`config.mk`:
```
export PLATFORM = sky130hd
export DESIGN_NAME = dualmode_fifo
export DESIGN_NICKNAME = d
export VERILOG_FILES = /design/src/rtl/fifo_pkg.sv /design/src/rtl/fifo_ctrl.sv /design/src/rtl/fifo_dpath.sv /design/src/rtl/dualmode_fifo.sv
export SDC_FILE = /design/constraint.sdc
export NUM_CORES = 1
export LEC_CHECK = 0
export CAP_MARGIN = 20
export CORE_ASPECT_RATIO = 0.8
export CORE_MARGIN = 2
export CORE_UTILIZATION = 32
export CTS_BUF_LIST = sky130_fd_sc_hd__clkbuf_8 sky130_fd_sc_hd__clkbuf_16
export CTS_CLUSTER_DIAMETER = 80
export DETAILED_ROUTE_END_ITERATION = 7
export HOLD_SLACK_MARGIN = 0.08
export PLACE_DENSITY = 0.52
export SYNTH_ARGS = -nofsm -noshare
export SYNTH_HDL_FRONTEND = slang
export SYNTH_SLANG_ARGS = --single-unit
export TNS_END_PERCENT = 10
```
`constraint.sdc`:
```
create_clock -name clk -period 7.1 [get_ports clk]
set_clock_uncertainty 0.1 [all_clocks]
set_input_delay 1.42 -clock clk [delete_from_list [all_inputs] [get_ports clk]]
set_output_delay 1.42 -clock clk [all_outputs]
set_load 0.005 [all_outputs]
```
`src/rtl/fifo_pkg.sv`:
```
`timescale 1ns/1ps
package fifo_pkg;

  typedef enum logic {
    MODE_STD  = 1'b0,
    MODE_FWFT = 1'b1
  } fifoMode_e;

  // Strobes from control to datapath
  typedef struct packed {
    logic memWr;    // write dataIn into memory at wrAddr
    logic outLoad;  // move memory word at rdAddr onto dataOut
  } dpStrobe_t;

endpackage

```
`src/rtl/fifo_ctrl.sv`:
```
`timescale 1ns/1ps
module fifo_ctrl
  import fifo_pkg::*;
#(
  parameter int DEPTH  = 16,
  parameter int DEF_AE = 3,
  parameter int DEF_AF = 2,
  localparam int AW = $clog2(DEPTH),
  localparam int OW = AW + 1
) (
  input  logic          clk,
  input  logic          mrstN,
  input  logic          prstN,
  input  logic          modeSel,
  input  logic          wrEnN,
  input  logic          rdEnN,
  input  logic          rtN,
  input  logic          offLoad,
  input  logic [OW-1:0] aeOffIn,
  input  logic [OW-1:0] afOffIn,
  output dpStrobe_t     stb,
  output logic [AW-1:0] wrAddr,
  output logic [AW-1:0] rdAddr,
  output fifoMode_e     curMode,
  output logic          emptyRdyN,
  output logic          fullRdyN,
  output logic          halfN,
  output logic          almEmptyN,
  output logic          almFullN
);

  localparam logic [OW-1:0] DEPTH_W = OW'(DEPTH);
  localparam logic [OW:0]   HALF_W  = (OW+1)'(DEPTH / 2);

  logic [OW-1:0] wrPtr, rdPtr, wrPtrNx, rdPtrNx;
  logic [OW-1:0] memCnt, cntNx;
  logic [OW-1:0] aeOff, afOff, aeOffNx, afOffNx;
  logic [OW:0]   occNx, capW;
  logic [OW+1:0] afSum;
  logic          outValid, outValidNx;
  logic          memEmpty, memFull, memFullNx;
  logic          isFwft, wrOk, rdReq, outLoad;

  assign isFwft   = (curMode == MODE_FWFT);
  assign memCnt   = wrPtr - rdPtr;
  assign memEmpty = (memCnt == '0);
  assign memFull  = (memCnt == DEPTH_W);

  // Request qualification
  assign wrOk  = mrstN && prstN && !wrEnN && !memFull;
  assign rdReq = mrstN && prstN && rtN && !rdEnN;

  always_comb begin
    if (isFwft)
      outLoad = mrstN && prstN && rtN && !memEmpty && (!outValid || !rdEnN);
    else
      outLoad = rdReq && !memEmpty;
  end

  always_comb begin
    if (!isFwft || !prstN || !rtN) outValidNx = 1'b0;
    else if (outLoad)              outValidNx = 1'b1;
    else if (rdReq)                outValidNx = 1'b0;
    else                           outValidNx = outValid;
  end

  assign wrPtrNx = !prstN ? '0 : wrPtr + OW'(wrOk);
  assign rdPtrNx = (!prstN || !rtN) ? '0 : rdPtr + OW'(outLoad);
  assign aeOffNx = offLoad ? aeOffIn : aeOff;
  assign afOffNx = offLoad ? afOffIn : afOff;

  // Next-state occupancy and capacity
  assign cntNx     = wrPtrNx - rdPtrNx;
  assign memFullNx = (cntNx == DEPTH_W);
  assign occNx     = {1'b0, cntNx} + (OW+1)'(isFwft & outValidNx);
  assign capW      = {1'b0, DEPTH_W} + (OW+1)'(isFwft);
  assign afSum     = {1'b0, occNx} + {2'b00, afOffNx};

  assign stb.memWr   = wrOk;
  assign stb.outLoad = outLoad;
  assign wrAddr      = wrPtr[AW-1:0];
  assign rdAddr      = rdPtr[AW-1:0];

  // Mode latch: sampled only during master reset
  always_ff @(posedge clk) begin
    if (!mrstN) curMode <= fifoMode_e'(modeSel);
  end

  always_ff @(posedge clk) begin
    if (!mrstN) begin
      wrPtr     <= '0;
      rdPtr     <= '0;
      outValid  <= 1'b0;
      aeOff     <= OW'(DEF_AE);
      afOff     <= OW'(DEF_AF);
      emptyRdyN <= modeSel;
      fullRdyN  <= !modeSel;
      halfN     <= 1'b1;
      almEmptyN <= 1'b0;
      almFullN  <= 1'b1;
    end else begin
      wrPtr     <= wrPtrNx;
      rdPtr     <= rdPtrNx;
      outValid  <= outValidNx;
      aeOff     <= aeOffNx;
      afOff     <= afOffNx;
      emptyRdyN <= isFwft ? !outValidNx : (cntNx != '0);
      fullRdyN  <= isFwft ? memFullNx : !memFullNx;
      halfN     <= !(occNx > HALF_W);
      almEmptyN <= !(occNx <= {1'b0, aeOffNx});
      almFullN  <= !(afSum >= {1'b0, capW});
    end
  end

endmodule

```
`src/rtl/fifo_dpath.sv`:
```
`timescale 1ns/1ps
module fifo_dpath
  import fifo_pkg::*;
#(
  parameter int DEPTH = 16,
  parameter int WIDTH = 8,
  localparam int AW = $clog2(DEPTH)
) (
  input  logic             clk,
  input  logic             mrstN,
  input  dpStrobe_t        stb,
  input  logic [AW-1:0]    wrAddr,
  input  logic [AW-1:0]    rdAddr,
  input  logic [WIDTH-1:0] dataIn,
  output logic [WIDTH-1:0] dataOut
);

  logic [WIDTH-1:0] mem [DEPTH];

  always_ff @(posedge clk) begin
    if (stb.memWr) mem[wrAddr] <= dataIn;
  end

  always_ff @(posedge clk) begin
    if (!mrstN)           dataOut <= '0;
    else if (stb.outLoad) dataOut <= mem[rdAddr];
  end

endmodule

```
`src/rtl/dualmode_fifo.sv`:
```
`timescale 1ns/1ps
module dualmode_fifo
  import fifo_pkg::*;
#(
  parameter int DEPTH  = 16,
  parameter int WIDTH  = 8,
  parameter int DEF_AE = 3,
  parameter int DEF_AF = 2,
  localparam int AW = $clog2(DEPTH),
  localparam int OW = AW + 1
) (
  input  logic             clk,
  input  logic             mrstN,
  input  logic             prstN,
  input  logic             modeSel,
  input  logic             wrEnN,
  input  logic [WIDTH-1:0] dataIn,
  input  logic             rdEnN,
  input  logic             rtN,
  input  logic             offLoad,
  input  logic [OW-1:0]    aeOffIn,
  input  logic [OW-1:0]    afOffIn,
  output logic [WIDTH-1:0] dataOut,
  output logic             emptyRdyN,
  output logic             fullRdyN,
  output logic             halfN,
  output logic             almEmptyN,
  output logic             almFullN
);

  dpStrobe_t     stb;
  logic [AW-1:0] wrAddr, rdAddr;
  fifoMode_e     curMode;

  fifo_ctrl #(.DEPTH(DEPTH), .DEF_AE(DEF_AE), .DEF_AF(DEF_AF)) u_ctrl (
    .clk(clk), .mrstN(mrstN), .prstN(prstN), .modeSel(modeSel),
    .wrEnN(wrEnN), .rdEnN(rdEnN), .rtN(rtN), .offLoad(offLoad),
    .aeOffIn(aeOffIn), .afOffIn(afOffIn), .stb(stb),
    .wrAddr(wrAddr), .rdAddr(rdAddr), .curMode(curMode),
    .emptyRdyN(emptyRdyN), .fullRdyN(fullRdyN), .halfN(halfN),
    .almEmptyN(almEmptyN), .almFullN(almFullN)
  );

  fifo_dpath #(.DEPTH(DEPTH), .WIDTH(WIDTH)) u_dpath (
    .clk(clk), .mrstN(mrstN), .stb(stb), .wrAddr(wrAddr),
    .rdAddr(rdAddr), .dataIn(dataIn), .dataOut(dataOut)
  );

endmodule

```
==> impl_metrics.env <==
export IMPL_status="finished clean"
export IMPL_power_frac_seq_pct=52.6
export IMPL_cellLeakagePower_nw=2.94
export IMPL_ys_seq_area_share_pct=62.5
export IMPL_avgSynthCellArea_um2=16.9
export IMPL_grt_use_total_pct=12.9
export IMPL_die_x_um=173
export IMPL_die_h_um=139
export IMPL_num_antenna_cells=0
export IMPL_synth_nets=485
export IMPL_place_congestion=0.765
export IMPL_wire_per_inst_um=18.8
export IMPL_ys_ff_latch=163
export IMPL_rsz0062_at_grt="false"
export IMPL_synth_top_family_by_area="multiplexers"
export IMPL_post_route_min_period_ns=5.54
export IMPL_setup_ws_ns=1.56
export IMPL_clkPwrFrac_pct=43.9
export IMPL_overflow=0
export IMPL_synth_xor_area_share_pct=2.46
export IMPL_worst_pin_slew_ns=0.966
export IMPL_powerDensity_mw_per_mm2=232
export IMPL_yosys_warnings=0
export IMPL_drive_above_1_share_pct=13.8
export IMPL_dp_cells=766
export IMPL_peakVddDrop_mv=0.175
export IMPL_synth_adder_area_share_pct=4.84
export IMPL_fin_setup_tns_ns=0
export IMPL_required_ns=7.34
export IMPL_syn_to_final_growth_pct=17.1
export IMPL_cts_root_buf="clkbuf_16"
export IMPL_netlist_cell_type_count=51
export IMPL_critPathMaxFanout=13
export IMPL_wl_um=15000
export IMPL_grt_antenna_before_repair=0
export IMPL_hpwl_um=10100
export IMPL_finalSetupViolCount=0
export IMPL_clk_pin_slew_ns=0.06
export IMPL_clock_fmax_mhz=180
export IMPL_clk_latency_ns=0.41
export IMPL_crit_buf_inv=0
export IMPL_cts_tree="built"
export IMPL_drtIter0Drc=279
export IMPL_crit_family="adder cells"
export IMPL_async_reset_ff_share_pct=0
export IMPL_crit_path_frequent_cell="ha_1"
export IMPL_wl_met2_um=6760
export IMPL_finalMaxSlewViolations=0
export IMPL_muxShareOfSynthArea_pct=16.8
export IMPL_critPathSlowestCell="dfxtp_1"
export IMPL_core_region_area_mm2=0.0224
export IMPL_hold_violations=0
export IMPL_rows=49
export IMPL_clk_path_buf_depth=2
export IMPL_io_pins=39
export IMPL_cts_hold_buffers=0
export IMPL_finish_net_count=533
export IMPL_grt_pass1_vias=3904
export IMPL_cts_resized=0
export IMPL_place_worst_setup_slack_ns=0.588
export IMPL_power_switching_w=0.000421
export IMPL_cp_start_kind="flop"
export IMPL_cts_made_buffers=17
export IMPL_firstDrtPassIters=4
export IMPL_combPwrFrac_pct=3.5
export IMPL_cts_max_level=4
export IMPL_die_area_mm2=0.0240
export IMPL_vias=3875
export IMPL_met1_length_um=7610
export IMPL_drc=0
export IMPL_grt_pass1_wl_um=22900
export IMPL_synthSimpleGateAreaFrac_pct=7.49
export IMPL_final_cells=799
export IMPL_cp_cell_sequence="ha_1 > nor2b_1 > o21a_1 > or4b_1 > a211o_1 > and2_1 > ha_1 > ha_1 > xor2_1 > and2_1 > ha_1 > a21o_1 > a21oi_1 > xnor3_1 > xnor2_1 > ha_1 > xor2_1 > o22ai_1 > nand2_1 > o21ai_0"
export IMPL_fin_crit_sh_pct=78.1
export IMPL_routed_via_density=4.85
export IMPL_slew_headroom_pct=35.4
export IMPL_clock_sinks=163
export IMPL_drv_cap=0
export IMPL_synth_edf_count=129
export IMPL_grt_max_degree=35
export IMPL_syn_cell_area_mm2=0.00728
export IMPL_netlist_instances=432
export IMPL_start_util_pct=32.5
export IMPL_dr_max_layer_used="met4"
export IMPL_p_int_w=0.00155
export IMPL_final_core_util_pct=38.0
export IMPL_hold_class="reg -> reg"
export IMPL_synth_flop_cell="edfxtp_1"
export IMPL_cp_arrival_ns=5.78
export IMPL_critPathKind="reg -> reg"
export IMPL_max_stage_delay_ns=0.63
export IMPL_ant_nets=0
export IMPL_cts_setup_buffers=0
export IMPL_cp_end_kind="flop"
export IMPL_synth_compound_area_share_pct=2.59
export IMPL_switching_share_pct=21.3
export IMPL_port_buffers=38
export IMPL_holdWs_ns=0.411
export IMPL_met3WireLength_um=496
## worst reg2reg max path, stage by stage, from the launching register on
cell and delay [ns]:
dfxtp_1 0.63, ha_1 0.34, nor2b_1 0.14, o21a_1 0.20
or4b_1 0.47, a211o_1 0.36, and2_1 0.18, ha_1 0.20
ha_1 0.22, xor2_1 0.18, and2_1 0.22, ha_1 0.33
a21o_1 0.20, a21oi_1 0.20, xnor3_1 0.44, xnor2_1 0.29
ha_1 0.31, xor2_1 0.17, o22ai_1 0.13, nand2_1 0.06
o21ai_0 0.13
## cells in the final DEF, fill, tap and decap left out, types with 12 or more instances in the layout
| cell type | netlist | layout |
|---|---|---|
| edfxtp_1 | 129 | 129 |
| dfxtp_1 | 34 | 33 |
| mux4_1 | 29 | 29 |
| mux2i_1 | 16 | 16 |
| clkdlybuf4s50_1 | 0 | 38 |
| nand2_1 | 14 | 14 |
| and2_1 | 12 | 12 |
| nor2_1 | 30 | 30 |
| clkbuf_16 | 0 | 17 |
| inv_1 | 14 | 17 |
| ha_1 | 25 | 25 |
## kinds of logic after synthesis
| family | after synthesis |
|---|---|
| flip-flops | 163 |
| AND/OR/NAND/NOR | 101 |
| multiplexers | 61 |
| buffers and inverters | 34 |
| AO/OA/AOI/OAI | 28 |
| adder cells (fa/ha/maj) | 27 |
| XOR/XNOR | 18 |
## metal layers
| metal | up-vias | global-route usage, % |
|---|---|---|
| li1 | 1805 | - |
| met1 | 1992 | 18.2 |
| met2 | 67 | 19.8 |
| met3 | 11 | 2.82 |
| met4 | 0 | 4.01 |
| met5 | - | 0 |
## synthesized netlist by cell type, drive strengths merged (2+ instances only)
library cell | number | area [um^2]
nor4 | 3 | 18.8
xnor2 | 6 | 60.1
nand2b | 2 | 12.5
o211a | 2 | 20.0
fa | 2 | 40.0
o31ai | 2 | 15.0
mux4 | 40 | 1010
nand2 | 14 | 52.6
and2 | 13 | 82.6
a21o | 2 | 15.0
o21ai | 7 | 35.0
nand3 | 9 | 50.1
nand3b | 5 | 50.1
a21oi | 5 | 25.0
ha | 25 | 313
nor3 | 6 | 35.0
nand4 | 3 | 18.8
nor2 | 30 | 113
mux2i | 16 | 160
edfxtp | 129 | 3870
or3 | 2 | 12.5
and3 | 5 | 31.3
dfxtp | 34 | 681
clkbuf | 13 | 109
buf | 6 | 71.3
mux2 | 5 | 56.3
inv | 15 | 56.3
nor2b | 5 | 31.3
o21a | 3 | 22.5
xor2 | 11 | 96.3
## sequential cells by signal (all words and copies together) (netlist names)
signal	count
u_ctrl.aeOff	5
u_ctrl.afOff	5
u_ctrl.almEmptyN	1
u_ctrl.almFullN	1
u_ctrl.curMode	1
u_ctrl.emptyRdyN	1
u_ctrl.fullRdyN	1
u_ctrl.halfN	1
u_ctrl.outValid	1
u_ctrl.rdPtr	5
u_ctrl.wrPtr	5
u_dpath.dataOut	8
u_dpath.mem	128
## worst paths after layout
check	from	endpoint	slack (ns)	cells after the start
worst min register to register	u_ctrl.aeOff[2]	u_ctrl.aeOff[2]	0.41	2
worst max register to register	u_ctrl.wrPtr[1]	u_ctrl.almFullN	1.56	20
worst min-delay path	u_ctrl.aeOff[2]	u_ctrl.aeOff[2]	0.41	2
worst max-delay path	u_ctrl.wrPtr[1]	u_ctrl.almFullN	1.56	20
## layout make-up
class / count / area (um^2)
Clock buffer: 17 / 425
Clock inverter: 15 / 139
Fill cell: 2113 / 13900
Inverter: 15 / 56.3
Multi-Input combinational cell: 235 / 2510
Sequential cell: 163 / 4560
Tap cell: 306 / 383
Timing Repair Buffer: 48 / 455
## power groups by stage
| stage | combinational [W] | sequential, W | clock (W) |
|---|---|---|---|
| 2_1_floorplan | 0.0000321 | 0.00106 | 0 |
| 3_3_place_gp | 0.0000661 | 0.00106 | 0 |
| 3_5_place_dp | 0.0000695 | 0.00106 | 0 |
| 4_1_cts | 0.0000700 | 0.00104 | 0.000887 |
| 5_1_grt | 0.0000771 | 0.00104 | 0.000923 |
| 6_report | 0.0000694 | 0.00104 | 0.000867 |
## metrics by stage
step                      area, um^2  power, W
final                           8530   0.00198
after floorplan                 7280   0.00109
after detailed placement        7960   0.00113
after CTS                       8520   0.00200
after global routing            8530   0.00204
after global placement          7950   0.00113
Power figures use the tool's default switching activity.
